$ cat src/rtl/stby_pkg.sv
package stby_pkg;
    typedef enum logic [1:0] {
        ST_RUN  = 2'd0,
        ST_STOP = 2'd1,
        ST_STAB = 2'd2,
        ST_DONE = 2'd3
    } stby_state_e;

    localparam logic [1:0] CFG_MODE = 2'd0;
    localparam logic [1:0] CFG_CTRL = 2'd1;
    localparam logic [1:0] CFG_STAB = 2'd2;
endpackage

$ cat src/rtl/stby_cfg_regs.sv
module stby_cfg_regs
    import stby_pkg::*;
#(
    parameter int STAB_W    = 8,
    parameter int STAB_INIT = 15
) (
    input  logic              clk_i,
    input  logic              rst_ni,
    input  logic              we_i,
    input  logic [1:0]        addr_i,
    input  logic [STAB_W-1:0] wdata_i,
    input  logic              accept_i,
    input  logic              clr_trig_i,
    output logic              mode_o,
    output logic              trig_o,
    output logic              gmask_o,
    output logic [STAB_W-1:0] stab_o
);
    typedef struct packed {
        logic              mode;
        logic              trig;
        logic              gmask;
        logic [STAB_W-1:0] stab;
    } cfg_t;

    cfg_t cfg_d, cfg_q;
    logic wr_ok;

    always_comb begin
        cfg_d = cfg_q;
        wr_ok = we_i && accept_i;
        if (wr_ok && addr_i == CFG_MODE) begin
            cfg_d.mode = wdata_i[0];
        end
        if (wr_ok && addr_i == CFG_CTRL) begin
            cfg_d.gmask = wdata_i[1];
            cfg_d.trig  = wdata_i[0] && cfg_q.mode;
        end
        if (wr_ok && addr_i == CFG_STAB) begin
            cfg_d.stab = wdata_i;
        end
        if (clr_trig_i) begin
            cfg_d.trig = 1'b0;
        end
    end

    always_ff @(posedge clk_i or negedge rst_ni) begin
        if (!rst_ni) begin
            cfg_q <= '{mode: 1'b0, trig: 1'b0, gmask: 1'b0, stab: STAB_W'(STAB_INIT)};
        end else begin
            cfg_q <= cfg_d;
        end
    end

    assign mode_o  = cfg_q.mode;
    assign trig_o  = cfg_q.trig;
    assign gmask_o = cfg_q.gmask;
    assign stab_o  = cfg_q.stab;
endmodule

$ cat src/rtl/stby_wake_arb.sv
module stby_wake_arb #(
    parameter int NSRC   = 6,
    parameter int PRIO_W = 3,
    parameter int IDW    = $clog2(NSRC)
) (
    input  logic [NSRC-1:0]        irq_i,
    input  logic [NSRC-1:0]        mask_i,
    input  logic                   gmask_i,
    input  logic [NSRC*PRIO_W-1:0] prio_i,
    output logic                   any_o,
    output logic [IDW-1:0]         id_o,
    output logic [PRIO_W-1:0]      prio_o
);
    logic [NSRC-1:0] req;

    always_comb begin
        req    = irq_i & ~mask_i & {NSRC{~gmask_i}};
        any_o  = 1'b0;
        id_o   = '0;
        prio_o = '0;
        for (int i = 0; i < NSRC; i++) begin
            if (req[i] && (!any_o || prio_i[i*PRIO_W +: PRIO_W] < prio_o)) begin
                any_o  = 1'b1;
                id_o   = IDW'(i);
                prio_o = prio_i[i*PRIO_W +: PRIO_W];
            end
        end
    end
endmodule

$ cat src/rtl/stby_stab_cnt.sv
module stby_stab_cnt #(
    parameter int STAB_W = 8
) (
    input  logic              clk_i,
    input  logic              rst_ni,
    input  logic              load_i,
    input  logic [STAB_W-1:0] load_val_i,
    input  logic              run_i,
    output logic              zero_o
);
    logic [STAB_W-1:0] cnt_d, cnt_q;

    always_comb begin
        cnt_d = cnt_q;
        if (load_i) begin
            cnt_d = load_val_i;
        end else if (run_i && cnt_q != '0) begin
            cnt_d = cnt_q - 1'b1;
        end
    end

    always_ff @(posedge clk_i or negedge rst_ni) begin
        if (!rst_ni) begin
            cnt_q <= '0;
        end else begin
            cnt_q <= cnt_d;
        end
    end

    assign zero_o = (cnt_q == '0);
endmodule

$ cat src/rtl/stby_stop_ctrl.sv
module stby_stop_ctrl
    import stby_pkg::*;
#(
    parameter int N_EXT     = 4,
    parameter int N_PER     = 2,
    parameter int N_RST     = 3,
    parameter int PRIO_W    = 3,
    parameter int STAB_W    = 8,
    parameter int STAB_INIT = 15,
    localparam int NSRC     = N_EXT + N_PER,
    localparam int IDW      = $clog2(NSRC)
) (
    input  logic                   clk_i,
    input  logic                   rst_ni,
    input  logic [N_RST-1:0]       rst_src_i,
    input  logic                   cfg_we_i,
    input  logic [1:0]             cfg_addr_i,
    input  logic [STAB_W-1:0]      cfg_wdata_i,
    input  logic [N_EXT-1:0]       ext_irq_i,
    input  logic [N_EXT-1:0]       ext_mask_i,
    input  logic [N_PER-1:0]       per_irq_i,
    input  logic [N_PER-1:0]       per_mask_i,
    input  logic [NSRC*PRIO_W-1:0] src_prio_i,
    input  logic                   in_service_i,
    input  logic [PRIO_W-1:0]      isr_prio_i,
    output logic                   core_clk_en_o,
    output logic                   per_clk_en_o,
    output logic                   osc_en_o,
    output logic                   ack_irq_o,
    output logic [IDW-1:0]         ack_id_o,
    output logic                   resume_next_o
);
    typedef struct packed {
        stby_state_e    state;
        logic           from_rst;
        logic           ack_pend;
        logic [IDW-1:0] id;
    } fsm_t;

    fsm_t fsm_d, fsm_q;

    logic              mode, trig, gmask;
    logic [STAB_W-1:0] stab_val;
    logic              wake_any;
    logic [IDW-1:0]    wake_id;
    logic [PRIO_W-1:0] wake_prio;
    logic              rst_any, clr_trig, cnt_load, cnt_run, cnt_zero;

    assign rst_any  = |rst_src_i;
    assign clr_trig = rst_any || (fsm_q.state == ST_RUN && trig && mode);
    assign cnt_load = (fsm_q.state == ST_STOP) && (rst_any || wake_any);
    assign cnt_run  = (fsm_q.state == ST_STAB);

    stby_cfg_regs #(.STAB_W(STAB_W), .STAB_INIT(STAB_INIT)) cfg_i (
        .clk_i      (clk_i),
        .rst_ni     (rst_ni),
        .we_i       (cfg_we_i),
        .addr_i     (cfg_addr_i),
        .wdata_i    (cfg_wdata_i),
        .accept_i   (fsm_q.state == ST_RUN),
        .clr_trig_i (clr_trig),
        .mode_o     (mode),
        .trig_o     (trig),
        .gmask_o    (gmask),
        .stab_o     (stab_val)
    );

    stby_wake_arb #(.NSRC(NSRC), .PRIO_W(PRIO_W), .IDW(IDW)) arb_i (
        .irq_i   ({per_irq_i, ext_irq_i}),
        .mask_i  ({per_mask_i, ext_mask_i}),
        .gmask_i (gmask),
        .prio_i  (src_prio_i),
        .any_o   (wake_any),
        .id_o    (wake_id),
        .prio_o  (wake_prio)
    );

    stby_stab_cnt #(.STAB_W(STAB_W)) cnt_i (
        .clk_i      (clk_i),
        .rst_ni     (rst_ni),
        .load_i     (cnt_load),
        .load_val_i (stab_val),
        .run_i      (cnt_run),
        .zero_o     (cnt_zero)
    );

    always_comb begin
        fsm_d = fsm_q;
        unique case (fsm_q.state)
            ST_RUN: begin
                if (trig && mode && !rst_any) begin
                    fsm_d.state = ST_STOP;
                end
            end
            ST_STOP: begin
                if (rst_any) begin
                    fsm_d.state    = ST_STAB;
                    fsm_d.from_rst = 1'b1;
                    fsm_d.ack_pend = 1'b0;
                end else if (wake_any) begin
                    fsm_d.state    = ST_STAB;
                    fsm_d.from_rst = 1'b0;
                    fsm_d.id       = wake_id;
                    fsm_d.ack_pend = !in_service_i || (wake_prio < isr_prio_i);
                end
            end
            ST_STAB: begin
                if (rst_any) begin
                    fsm_d.from_rst = 1'b1;
                end
                if (cnt_zero) begin
                    fsm_d.state = ST_DONE;
                end
            end
            ST_DONE: begin
                fsm_d.state    = ST_RUN;
                fsm_d.from_rst = 1'b0;
            end
            default: fsm_d.state = ST_RUN;
        endcase
    end

    always_ff @(posedge clk_i or negedge rst_ni) begin
        if (!rst_ni) begin
            fsm_q <= '{state: ST_RUN, from_rst: 1'b0, ack_pend: 1'b0, id: '0};
        end else begin
            fsm_q <= fsm_d;
        end
    end

    assign core_clk_en_o = (fsm_q.state == ST_RUN) || (fsm_q.state == ST_DONE);
    assign per_clk_en_o  = core_clk_en_o;
    assign osc_en_o      = (fsm_q.state != ST_STOP);
    assign ack_irq_o     = (fsm_q.state == ST_DONE) && !fsm_q.from_rst && fsm_q.ack_pend;
    assign resume_next_o = (fsm_q.state == ST_DONE) && !fsm_q.from_rst && !fsm_q.ack_pend;
    assign ack_id_o      = fsm_q.id;
endmodule

$ cat config.mk
export PLATFORM = sky130hd
export DESIGN_NAME = stby_stop_ctrl
export DESIGN_NICKNAME = d
export VERILOG_FILES = /design/src/rtl/stby_pkg.sv /design/src/rtl/stby_cfg_regs.sv /design/src/rtl/stby_wake_arb.sv /design/src/rtl/stby_stab_cnt.sv /design/src/rtl/stby_stop_ctrl.sv
export SDC_FILE = /design/constraint.sdc
export NUM_CORES = 1
export LEC_CHECK = 0
export BUFFER_PORTS_ARGS = -buffer_cell sky130_fd_sc_hd__buf_2
export CORE_MARGIN = 10
export CORE_UTILIZATION = 55
export CTS_CLUSTER_DIAMETER = 120
export CTS_CLUSTER_SIZE = 8
export DETAILED_ROUTE_END_ITERATION = 8
export MAX_ROUTING_LAYER = met4
export PLACE_DENSITY = 0.79
export REMOVE_ABC_BUFFERS = 1
export SLEW_MARGIN = 20
export SYNTH_ARGS = -nofsm -noshare
export SYNTH_HDL_FRONTEND = slang
export SYNTH_HIERARCHICAL = 1
export SYNTH_SLANG_ARGS = --single-unit
$ cat constraint.sdc
create_clock -name clk_i -period 16.2 [get_ports clk_i]
set_clock_uncertainty 0.15 [all_clocks]
set_input_delay 2.43 -clock clk_i [delete_from_list [all_inputs] [get_ports clk_i]]
set_output_delay 2.43 -clock clk_i [all_outputs]
set_load 0.01 [all_outputs]
==> results.cfg <==
[outcome]
status = finished, final reports clean

[global_route]
gr-total-overflow = 0
grt_pass1_wl_um = 9720
grt_max_degree = 27
grtUsageTotal = 0.159
grt_pass1_vias = 2194
antenna_found_initial = 0

[floorplanning]
die_x_um = 85.7
ios = 58
core_area_sq_um = 4090
rows = 23
die_area_sq_um = 7350
initial_core_util = 0.581
die_h_um = 85.7

[sta]
finalCriticalPeriod_ns = 10.40
worst_pin_slew_ns = 0.674
rsz0062_at_grt = false
post-route-period-util = 0.642
drv_slew = 0
fmax_mhz = 96.2
hold_viol_final = 0
setup_viol = 0
tns_ns = 0
holdWs_ns = 0.370
maxSlewHeadroom = 0.546

[clocking]
cts_root_buf = clkbuf_8
clkTransAtPathRegs_ns = 0.09
postCtsSetupRepairBufs = 0
insertion_delay_ns = 0.27
htreeDepth = 1
cts_tree = built
ctsLongestPathBuffers = 2
ctsHoldBuffers = 0
cts_buffers = 3
post_cts_resized = 0
clock_sinks = 26

[setup_path]
worstSetupEndpoint = fsm_q[3]
crit_buf_inv = 1
cp_slowest_cell = a2111o_1
reg2reg_depth = 34
path_class = in -> reg
crit_arrival_ns = 10.44
start_kind = primary input
path_depth = 36
crit_path_end_kind = flip-flop
regToRegStartpoint = cfg_i/gmask_o
r2r_slack_ns = 7.66
reg2reg_to = fsm_q[3]
cp_max_fo = 6
path_delay_family = compound AO/OA/AOI/OAI gates
critPathMostFrequentCell = ha_1
slowest_delay_ns = 0.45
startpoint = ext_mask_i[0]
required_ns = 16.25

[route]
firstDrtPassIters = 4
viasPerCell = 5.97
wl_um = 5750
initialDrtViolationCount = 98
vias = 2114
post_drt_wl_per_cell_um = 16.3
detail-route-antenna-nets = 0
drc_errors = 0

[place]
dp_hpwl_um = 4700
numPortBuffers = 57
place.gp.congestion = 0.902

[worst_hold_path]
min_from = cfg_i/stab_o[5]
hold_class = reg -> reg

[yosys]
synthFlopType = dfrtp_1
synth-seq-cells = 26
synth.avg_cell_area_sq_um = 9.50
synth_top_cell_area_share = 0.232
synth_area_leaders = dfrtp_1, ha_1, mux2_2, dfstp_2, inv_1
synth_seq_area_share = 0.276
synth_edf_count = 0
yosysWarnings = 6
synth_top_area_cell = dfrtp_1
netlist_instances = 250
synthArstFlopShare = 1.00
syn_area_sq_um = 2380
synth_cell_types = 73

[cells_and_area]
fin_nets = 374
n_antenna_cell = 0
syn2layout_area_growth_pct = 14.9
final_common_cell = buf_2
nFillCells = 356
drive_above_1_share = 0.339
final_cell_mix = buf_2, dfrtp_1, inv_1, ha_1, nor2_1

[power]
irDropWorstVdd_v = 0.0000980
total_power_mw = 0.371
p_per_area_nw_per_um2 = 136
cellLeakagePower_nw = 1.26

[run]
drv_cap = 0
-- worst min-delay path by stage --
stage / to / slack (ns) / cells past startpoint
floorplan: cnt_i/cnt_q[5] / 0.33 / 1
global placement: cfg_i/stab_o[4] / 0.34 / 1
detailed placement: cnt_i/cnt_q[5] / 0.34 / 1
CTS: cnt_i/cnt_q[5] / 0.36 / 1
global route: ack_id_o[2] / 0.39 / 1
finish: cnt_i/cnt_q[5] / 0.37 / 1
-- routing by layer --
layer	vias to the layer above	wire, um	track usage
met4	0	41	0.0359
li1	1059	-	-
met1	988	2730	0.193
met2	59	2650	0.259
met3	8	328	0.0407
met5	-	0	-
-- kinds of logic after synthesis --
| kind of cell | synth area share |
|---|---|
| muxes | 0.105 |
| AOI/OAI and AO/OA | 0.231 |
| and+or+nand+nor | 0.231 |
| adders and majority gates | 0.100 |
| buffers and inverters | 0.0574 |
| DFF | 0.276 |
-- stage by stage --
stage	setup WS [ns]	instance area [sq um]	util	std cells
CTS	5.79	2730	0.668	354
detailed placement	5.50	2670	0.654	350
finish	5.80	2730	0.668	354
global placement	5.72	2670	0.654	350
floorplan	6.39	2320	-	242
global route	5.17	2730	0.668	354
-- flip-flops by register name, indices dropped and copies added, names as in the netlist, named ones only --
signal,cells
cfg_i/mode_o,1
cfg_i/stab_o,8
fsm_q,3
cfg_i/trig_o,1
cfg_i/gmask_o,1
cnt_i/cnt_q,8
ack_id_o,3
-- final cells by class --
class                   count  area, sq um  area share
well taps                  50         62.6      0.0229
repair buffers             58          293       0.107
multi-input cells         195         1580       0.580
inverters                  21         78.8      0.0289
clock buffers               4         55.1      0.0202
flip-flops and latches     26          656       0.240
-- cells in the mapped netlist, drive strengths merged, types with 3 or more instances --
cell type / instances
a2111oi: 3
a21oi: 11
buf: 7
dfrtp: 22
dfstp: 4
ha: 19
inv: 20
mux2: 19
nand2: 12
nand2b: 4
nand3: 7
nand4: 3
nor2: 15
nor2b: 3
nor3: 9
nor3b: 8
o211a: 4
o21ai: 11
o31a: 3
o31ai: 7
or2: 3
or3: 4
or3b: 3
or4: 3
-- power breakdown --
part | internal (mW) | switching (mW)
clock network | 0.0218 | 0.0208
logic | 0.0947 | 0.107
registers | 0.0980 | 0.0286
total | 0.215 | 0.156
Power figures use the tool's default switching activity.
